===== src/rtl/pcl_pkg.sv =====
`timescale 1ns/1ps
package pcl_pkg;

    typedef enum logic [1:0] {
        SP_NONE = 2'b00,
        SP_DATA = 2'b01,
        SP_ATTR = 2'b10,
        SP_CTRL = 2'b11
    } space_e;

    typedef struct packed {
        logic ce1_n;
        logic ce2_n;
        logic reg_n;
        logic oe_n;
        logic we_n;
        logic iord_n;
        logic iowr_n;
    } strobe_t;

    localparam int STROBE_W = $bits(strobe_t);
    localparam strobe_t STROBE_IDLE = '1;

    typedef struct packed {
        logic   rd;
        logic   wr;
        logic   lo;
        logic   hi;
        logic   lo_odd;
        space_e space;
        logic   inpack;
        logic   iois16;
    } dec_t;

endpackage


===== src/rtl/pcl_sync.sv =====
`timescale 1ns/1ps
module pcl_sync #(
    parameter int          W        = 8,
    parameter int          STAGES   = 2,
    parameter logic [W-1:0] RST_VAL = '0
) (
    input  logic         clk,
    input  logic         rst_n,
    input  logic [W-1:0] d,
    output logic [W-1:0] q
);

    logic [W-1:0] stg_q [STAGES];

    for (genvar s = 0; s < STAGES; s++) begin : g_stage
        if (s == 0) begin : g_first
            always_ff @(posedge clk or negedge rst_n) begin
                if (!rst_n) stg_q[s] <= RST_VAL;
                else        stg_q[s] <= d;
            end
        end else begin : g_next
            always_ff @(posedge clk or negedge rst_n) begin
                if (!rst_n) stg_q[s] <= RST_VAL;
                else        stg_q[s] <= stg_q[s-1];
            end
        end
    end

    assign q = stg_q[STAGES-1];

endmodule


===== src/rtl/pcl_decode.sv =====
`timescale 1ns/1ps
module pcl_decode
    import pcl_pkg::*;
#(
    parameter int ADDR_W      = 11,
    parameter int IO_BASE     = 'h1F0,
    parameter int IO_WIN_LOG2 = 4,
    parameter int CFG_BIT     = 9,
    parameter int IDE_ALT_IDX = 6
) (
    input  logic              ide_mode,
    input  strobe_t           st,
    input  logic [ADDR_W-1:0] addr,
    output dec_t              dec
);

    localparam logic [ADDR_W-1:0] IO_BASE_V = ADDR_W'(IO_BASE);
    localparam logic [2:0]        ALT_V     = 3'(IDE_ALT_IDX);

    logic sel, io_hit, ide_hi_zero;
    logic no_io_strb, no_mem_strb;
    logic mem_rd, mem_wr, io_rd, io_wr;

    always_comb begin
        dec         = '0;
        sel         = !st.ce1_n || !st.ce2_n;
        io_hit      = addr[ADDR_W-1:IO_WIN_LOG2] == IO_BASE_V[ADDR_W-1:IO_WIN_LOG2];
        ide_hi_zero = addr[ADDR_W-1:3] == '0;
        no_io_strb  = st.iord_n && st.iowr_n;
        no_mem_strb = st.oe_n && st.we_n;
        mem_rd      = !st.oe_n && st.we_n && no_io_strb;
        mem_wr      = !st.we_n && st.oe_n && no_io_strb;
        io_rd       = !st.iord_n && st.iowr_n && no_mem_strb && !st.reg_n && io_hit;
        io_wr       = !st.iowr_n && st.iord_n && no_mem_strb && !st.reg_n && io_hit;

        if (ide_mode) begin
            if (!st.ce1_n && st.ce2_n && ide_hi_zero) begin
                dec.lo     = 1'b1;
                dec.hi     = addr[2:0] == 3'd0;
                dec.iois16 = addr[2:0] == 3'd0;
                dec.space  = SP_DATA;
                dec.rd     = !st.iord_n && st.iowr_n;
                dec.wr     = !st.iowr_n && st.iord_n;
            end else if (st.ce1_n && !st.ce2_n && ide_hi_zero && addr[2:0] == ALT_V) begin
                dec.lo     = 1'b1;
                dec.space  = SP_CTRL;
                dec.rd     = !st.iord_n && st.iowr_n;
                dec.wr     = !st.iowr_n && st.iord_n;
            end
        end else if (sel) begin
            if (!st.reg_n && (mem_rd || mem_wr)) begin
                // attribute space: even byte only, low lane only
                if (!st.ce1_n && (!st.ce2_n || !addr[0])) begin
                    dec.lo    = 1'b1;
                    dec.space = SP_ATTR;
                    dec.rd    = mem_rd;
                    dec.wr    = mem_wr && addr[CFG_BIT];
                end
            end else if ((st.reg_n && (mem_rd || mem_wr)) || io_rd || io_wr) begin
                dec.space = SP_DATA;
                dec.rd    = mem_rd || io_rd;
                dec.wr    = mem_wr || io_wr;
                unique case ({st.ce2_n, st.ce1_n})
                    2'b10: begin
                        dec.lo     = 1'b1;
                        dec.lo_odd = addr[0];
                    end
                    2'b00: begin
                        dec.lo = 1'b1;
                        dec.hi = 1'b1;
                    end
                    2'b01:   dec.hi = 1'b1;
                    default: dec.hi = 1'b0;
                endcase
            end
            dec.inpack = io_rd;
            dec.iois16 = !st.reg_n && io_hit && no_mem_strb;
        end

        if (!(dec.rd || dec.wr)) dec.space = SP_NONE;
    end

endmodule


===== src/rtl/pcl_lane_steer.sv =====
`timescale 1ns/1ps
module pcl_lane_steer
    import pcl_pkg::*;
#(
    parameter int ADDR_W      = 11,
    parameter int SYNC_STAGES = 2,
    parameter int IO_BASE     = 'h1F0,
    parameter int IO_WIN_LOG2 = 4,
    parameter int CFG_BIT     = 9,
    parameter int IDE_ALT_IDX = 6
) (
    input  logic              clk,
    input  logic              rst_n,
    input  logic              ide_mode,
    input  logic              ce1_n,
    input  logic              ce2_n,
    input  logic              reg_n,
    input  logic              oe_n,
    input  logic              we_n,
    input  logic              iord_n,
    input  logic              iowr_n,
    input  logic [ADDR_W-1:0] host_addr,
    input  logic [15:0]       host_din,
    output logic [15:0]       host_dout,
    output logic              lane_lo_oe,
    output logic              lane_hi_oe,
    output logic              lane_lo_odd,
    output logic              inpack_n,
    output logic              iois16_n,
    output logic [1:0]        port_space,
    output logic [ADDR_W-1:0] port_addr,
    output logic [1:0]        port_wr_be,
    output logic [15:0]       port_wdata,
    input  logic [15:0]       port_rdata
);

    localparam int BYTE_W = 8;
    localparam int LANES  = 2;
    localparam int DATA_W = BYTE_W * LANES;
    localparam int SYNC_W = STROBE_W + ADDR_W + DATA_W;
    localparam logic [SYNC_W-1:0] SYNC_RST = {STROBE_IDLE, {(ADDR_W + DATA_W){1'b0}}};
    localparam int TAPS   = 2;   // tap 0: current sample, tap 1: previous sample

    typedef struct packed {
        strobe_t             prev_st;
        logic [ADDR_W-1:0]   prev_addr;
        logic [DATA_W-1:0]   prev_din;
        logic                lo_oe;
        logic                hi_oe;
        logic                lo_odd;
        logic [DATA_W-1:0]   dout;
        logic                inpack_n;
        logic                iois16_n;
        space_e              space;
        logic [ADDR_W-1:0]   addr;
        logic [LANES-1:0]    be;
        logic [DATA_W-1:0]   wdata;
    } state_t;

    localparam state_t STATE_RST = '{
        prev_st:  STROBE_IDLE,
        prev_addr: '0,
        prev_din: '0,
        lo_oe:    1'b0,
        hi_oe:    1'b0,
        lo_odd:   1'b0,
        dout:     '0,
        inpack_n: 1'b1,
        iois16_n: 1'b1,
        space:    SP_NONE,
        addr:     '0,
        be:       '0,
        wdata:    '0
    };

    logic [SYNC_W-1:0] sync_q;
    strobe_t           cur_st;
    logic [ADDR_W-1:0] cur_addr;
    logic [DATA_W-1:0] cur_din;
    strobe_t           tap_st   [TAPS];
    logic [ADDR_W-1:0] tap_addr [TAPS];
    dec_t              tap_dec  [TAPS];
    state_t            state_d, state_q;
    logic              commit;

    pcl_sync #(
        .W       (SYNC_W),
        .STAGES  (SYNC_STAGES),
        .RST_VAL (SYNC_RST)
    ) u_sync (
        .clk   (clk),
        .rst_n (rst_n),
        .d     ({ce1_n, ce2_n, reg_n, oe_n, we_n, iord_n, iowr_n, host_addr, host_din}),
        .q     (sync_q)
    );

    assign {cur_st, cur_addr, cur_din} = sync_q;
    assign tap_st[0]   = cur_st;
    assign tap_addr[0] = cur_addr;
    assign tap_st[1]   = state_q.prev_st;
    assign tap_addr[1] = state_q.prev_addr;

    for (genvar t = 0; t < TAPS; t++) begin : g_tap
        pcl_decode #(
            .ADDR_W      (ADDR_W),
            .IO_BASE     (IO_BASE),
            .IO_WIN_LOG2 (IO_WIN_LOG2),
            .CFG_BIT     (CFG_BIT),
            .IDE_ALT_IDX (IDE_ALT_IDX)
        ) u_dec (
            .ide_mode (ide_mode),
            .st       (tap_st[t]),
            .addr     (tap_addr[t]),
            .dec      (tap_dec[t])
        );
    end

    always_comb begin
        state_d           = state_q;
        state_d.prev_st   = cur_st;
        state_d.prev_addr = cur_addr;
        state_d.prev_din  = cur_din;

        // trailing edge: previous sample was a write, both write strobes now high
        commit = tap_dec[1].wr && cur_st.we_n && cur_st.iowr_n;

        state_d.lo_oe    = tap_dec[0].rd && tap_dec[0].lo;
        state_d.hi_oe    = tap_dec[0].rd && tap_dec[0].hi;
        state_d.lo_odd   = tap_dec[0].lo_odd && (tap_dec[0].rd || tap_dec[0].wr);
        state_d.inpack_n = !tap_dec[0].inpack;
        state_d.iois16_n = !tap_dec[0].iois16;

        state_d.dout = '0;
        if (state_d.lo_oe)
            state_d.dout[BYTE_W-1:0] = tap_dec[0].lo_odd ? port_rdata[DATA_W-1:BYTE_W]
                                                         : port_rdata[BYTE_W-1:0];
        if (state_d.hi_oe)
            state_d.dout[DATA_W-1:BYTE_W] = port_rdata[DATA_W-1:BYTE_W];

        if (commit) begin
            state_d.space = tap_dec[1].space;
            state_d.addr  = state_q.prev_addr;
            state_d.be    = {tap_dec[1].hi || (tap_dec[1].lo && tap_dec[1].lo_odd),
                             tap_dec[1].lo && !tap_dec[1].lo_odd};
            state_d.wdata = {tap_dec[1].lo_odd ? state_q.prev_din[BYTE_W-1:0]
                                               : state_q.prev_din[DATA_W-1:BYTE_W],
                             state_q.prev_din[BYTE_W-1:0]};
        end else begin
            state_d.space = tap_dec[0].space;
            state_d.addr  = cur_addr;
            state_d.be    = '0;
            state_d.wdata = '0;
        end
    end

    always_ff @(posedge clk or negedge rst_n) begin
        if (!rst_n) state_q <= STATE_RST;
        else        state_q <= state_d;
    end

    assign host_dout   = state_q.dout;
    assign lane_lo_oe  = state_q.lo_oe;
    assign lane_hi_oe  = state_q.hi_oe;
    assign lane_lo_odd = state_q.lo_odd;
    assign inpack_n    = state_q.inpack_n;
    assign iois16_n    = state_q.iois16_n;
    assign port_space  = state_q.space;
    assign port_addr   = state_q.addr;
    assign port_wr_be  = state_q.be;
    assign port_wdata  = state_q.wdata;

endmodule


===== config.mk =====
export PLATFORM = sky130hd
export DESIGN_NAME = pcl_lane_steer
export DESIGN_NICKNAME = d
export VERILOG_FILES = /design/src/rtl/pcl_pkg.sv /design/src/rtl/pcl_sync.sv /design/src/rtl/pcl_decode.sv /design/src/rtl/pcl_lane_steer.sv
export SDC_FILE = /design/constraint.sdc
export NUM_CORES = 1
export LEC_CHECK = 0
export CAP_MARGIN = 10
export CORE_ASPECT_RATIO = 0.7
export CORE_MARGIN = 1.5
export CORE_UTILIZATION = 50
export CTS_CLUSTER_DIAMETER = 200
export DETAILED_ROUTE_END_ITERATION = 16
export PLACE_DENSITY = 0.74
export REMOVE_ABC_BUFFERS = 1
export SLEW_MARGIN = 15
export SYNTH_ARGS = -nofsm -noshare
export SYNTH_HDL_FRONTEND = slang
export SYNTH_HIERARCHICAL = 1
export SYNTH_SLANG_ARGS = --single-unit

===== constraint.sdc =====
create_clock -name clk -period 3.04 [get_ports clk]
set_clock_uncertainty 0.2 [all_clocks]
set_input_delay 0.608 -clock clk [delete_from_list [all_inputs] [get_ports clk]]
set_output_delay 0.608 -clock clk [all_outputs]
set_load 0.05 [all_outputs]

==> PnR_summary.wiki <==
{| class="wikitable"
! Metric !! Value
|-
| Result of the run || finished clean
|-
| Number of H-tree levels || 4
|-
| Setup violators final || 0
|-
| Sw Ratio || 0.213
|-
| Portion of total power attributed to combinational logic || 0.049
|-
| Number of instances in the synthesized netlist || 409
|-
| Portion of total power attributed to the clock network || 0.476
|-
| Type of the tightest min-delay check || reg -> reg
|-
| Final cycle utilization of the critical path || 0.881
|-
| Num CTS Buffers || 17
|-
| Kind of start point of the critical path || primary input
|-
| Largest buffer count on any clock path || 2
|-
| Unrepaired setup endpoints after global routing || false
|-
| Y dimension of the die || 93.0 µm
|-
| Final wirelength || 10,100 µm
|-
| Grt ovf || 0
|-
| Worst endpoint data arrival time || 2.78 ns
|-
| Number of I/O port buffers || 104
|-
| Final Worst Setup Slack || 0.361 ns
|-
| Largest net degree at the start of global routing || 54
|-
| Tightest Pin Transition || approximately 0.57 ns
|-
| Highest clock rate || about 0.37 GHz
|-
| Max transition margin || 0.612
|-
| WP data required || between 3 and 4 ns
|-
| Overall die width || 132 µm
|-
| Number of vias per cell after detailed routing || roughly 4.9
|-
| Ports placed on the boundary || 105
|-
| Synthesized area per cell || 14.2 µm²
|-
| P_leak || 3.08 nW
|-
| Setup Slack @ Placement || -0.0142 ns
|-
| Cell Int Power || 3.63 mW
|-
| Most used routing layer || met2
|-
| CTS root buf || sky130_fd_sc_hd__clkbuf_16
|-
| Count of buffers added by post-CTS timing repair for setup || 0
|-
| Core area || 11,100 µm²
|-
| Initial core utilization || 0.520
|-
| Post-route standard cell area excluding fillers || 7120 µm²
|-
| Via Count || 3,063
|-
| Number of search-and-repair iterations in the first detailed-routing pass || 4
|-
| Routability-driven placement congestion ratio || 0.849
|-
| Pwr dens || between 600 and 700 nW/µm²
|-
| Overall track demand over capacity in global routing || 0.179
|-
| Number of design-rule violations left by the first detailed-router iteration || 283
|-
| IR Drop Worst-Case VDD || 0.394 mV
|-
| Antenna diode instance count || 0
|-
| Met1 usage || 0.239
|-
| First-pass GRT wire length || 16,600 µm
|-
| Standard-cell rows || 32
|-
| Largest fanout of any net on the critical path || 23
|-
| Final routed DRC violation total || 0
|-
| Sequential fraction of design power || 0.475
|-
| Synthesis-to-finish area growth || 23.0%
|-
| Fraction of final layout cells with drive strength greater than 1 || 0.204
|-
| Number of nets at the end of the flow || a little over 500
|-
| Final number of max-transition violations || 0
|-
| Worst skew pair latency || 0.41 ns
|-
| Placement-stage cell area || ~6500 µm²
|-
| Fill cell count || 825
|-
| CTS tree || built
|-
| Hold violation total from the final report || 0
|-
| Antenna violations before repair || 0
|-
| Type of destination of the critical path || register
|-
| Via count of the first global-routing pass || around 3,300
|-
| Sinks on Clock Net || approximately 150
|-
| Die Area || around 12,000 µm²
|-
| Cells resized by post-CTS repair || 0
|-
| Time the final worst path needs with I/O delays and setup || ~2.7 ns
|-
| Maximum capacitance violations || 0
|-
| Met2 usage || 0.280
|-
| Synth warn || 6
|-
| Area of the mapped netlist || 5790 µm²
|-
| Net Sw Power || 0.986 mW
|-
| DP Wirelength || 7040 µm
|-
| DRT antenna net count || 0
|-
| Final routed wire length divided by cell count || 16.2 µm
|-
| Critical setup path kind || in -> reg
|-
| GRT met3 Usage || 0.0341
|-
| Post-CTS clock slew at the launch and capture registers of the worst setup and hold paths || about 0.060 ns
|}
-- path summary, 6_finish.rpt --
kind	start	endpoint	slack, ns	depth (start not counted)
max	ide_mode	port_addr[6]$_DFF_PN0_	0.36	9
min	u_sync/q[4]$_DFF_PN0_	state_q[56]$_DFF_PN0_	0.15	0
max reg2reg	u_sync/q[29]$_DFF_PN1_	host_dout[0]$_DFF_PN0_	0.53	8
min reg2reg	u_sync/q[4]$_DFF_PN0_	state_q[56]$_DFF_PN0_	0.15	0
max in group asynchronous	rst_n	u_sync/q[28]$_DFF_PN1_	1.40	3
min in group asynchronous	rst_n	state_q[58]$_DFF_PN0_	0.49	2
-- cells in the final DEF (no fill, tap or decap), types with 3 or more instances in the layout --
master / n
sky130_fd_sc_hd__a21oi_1: 7
sky130_fd_sc_hd__a22oi_1: 3
sky130_fd_sc_hd__and2_1: 11
sky130_fd_sc_hd__and3_1: 9
sky130_fd_sc_hd__buf_4: 8
sky130_fd_sc_hd__bufinv_16: 4
sky130_fd_sc_hd__clkbuf_16: 17
sky130_fd_sc_hd__clkdlybuf4s50_1: 103
sky130_fd_sc_hd__clkinv_4: 3
sky130_fd_sc_hd__dfrtp_1: 131
sky130_fd_sc_hd__dfstp_2: 23
sky130_fd_sc_hd__inv_1: 8
sky130_fd_sc_hd__inv_6: 3
sky130_fd_sc_hd__mux2_2: 3
sky130_fd_sc_hd__mux2_4: 10
sky130_fd_sc_hd__mux2i_1: 16
sky130_fd_sc_hd__nand2_1: 7
sky130_fd_sc_hd__nand2b_1: 9
sky130_fd_sc_hd__nand3_2: 3
sky130_fd_sc_hd__nand4_1: 6
sky130_fd_sc_hd__nor2_1: 27
sky130_fd_sc_hd__nor3_2: 4
sky130_fd_sc_hd__nor3b_1: 3
sky130_fd_sc_hd__o21a_1: 5
-- timing repair --
action | CTS | global route
hold buffers | 1 | 0
hold endpoints to repair | 50 | 0
endpoints found under the setup margin | 0 | 0
-- area by class of cell --
type,count,area [µm²],share of cell area
Clock inverter,13,193,0.0271
Inverter,10,37.5,0.00527
Tap cell,153,191,0.0269
Sequential cell,154,3880,0.545
Timing Repair Buffer,115,1150,0.162
Clock buffer,19,433,0.0608
Multi-Input combinational cell,159,1230,0.173
-- power by group through the flow --
stage / clock (mW) / combinational [mW] / sequential (mW)
final: 2.20 / 0.226 / 2.20
after global routing: 2.34 / 0.247 / 2.20
after CTS: 2.24 / 0.231 / 2.20
after detailed placement: 0 / 0.229 / 2.23
after global placement: 0 / 0.222 / 2.23
after floorplan: 0 / 0.0533 / 2.24
-- metal layers --
metal	routed length [µm]	up-vias
li1	-	1392
met1	4480	1565
met2	4950	88
met3	453	18
met4	204	0
met5	0	-
-- metrics by stage --
step,hold WS [ns],instances,setup TNS [ns],utilization,total power [mW]
final,0.146,623,0,0.640,4.62
after global routing,0.152,623,0,0.640,4.79
after CTS,0.148,623,0,0.640,4.67
after detailed placement,0.135,590,-0.0396,0.583,2.46
after global placement,0.132,590,0,0.583,2.45
after floorplan,0.112,323,0,-,2.30
-- critical path, stage by stage --
cell	delay (ns)
sky130_fd_sc_hd__clkdlybuf4s50_1	0.50
sky130_fd_sc_hd__nor4b_4	0.22
sky130_fd_sc_hd__nand3_2	0.11
sky130_fd_sc_hd__or4b_1	0.48
sky130_fd_sc_hd__o311a_2	0.15
sky130_fd_sc_hd__inv_1	0.09
sky130_fd_sc_hd__nand3_2	0.10
sky130_fd_sc_hd__buf_12	0.19
sky130_fd_sc_hd__mux2_4	0.31
-- flip-flops by register name, indices dropped and copies added, names as in the netlist, 2 cells and up --
| register | cells |
|---|---|
| port_space | 2 |
| u_sync/stg_q | 34 |
| port_wr_be | 2 |
| u_sync/q | 34 |
| port_addr | 11 |
| state_q | 34 |
| port_wdata | 16 |
| host_dout | 16 |
Power figures use the tool's default switching activity.
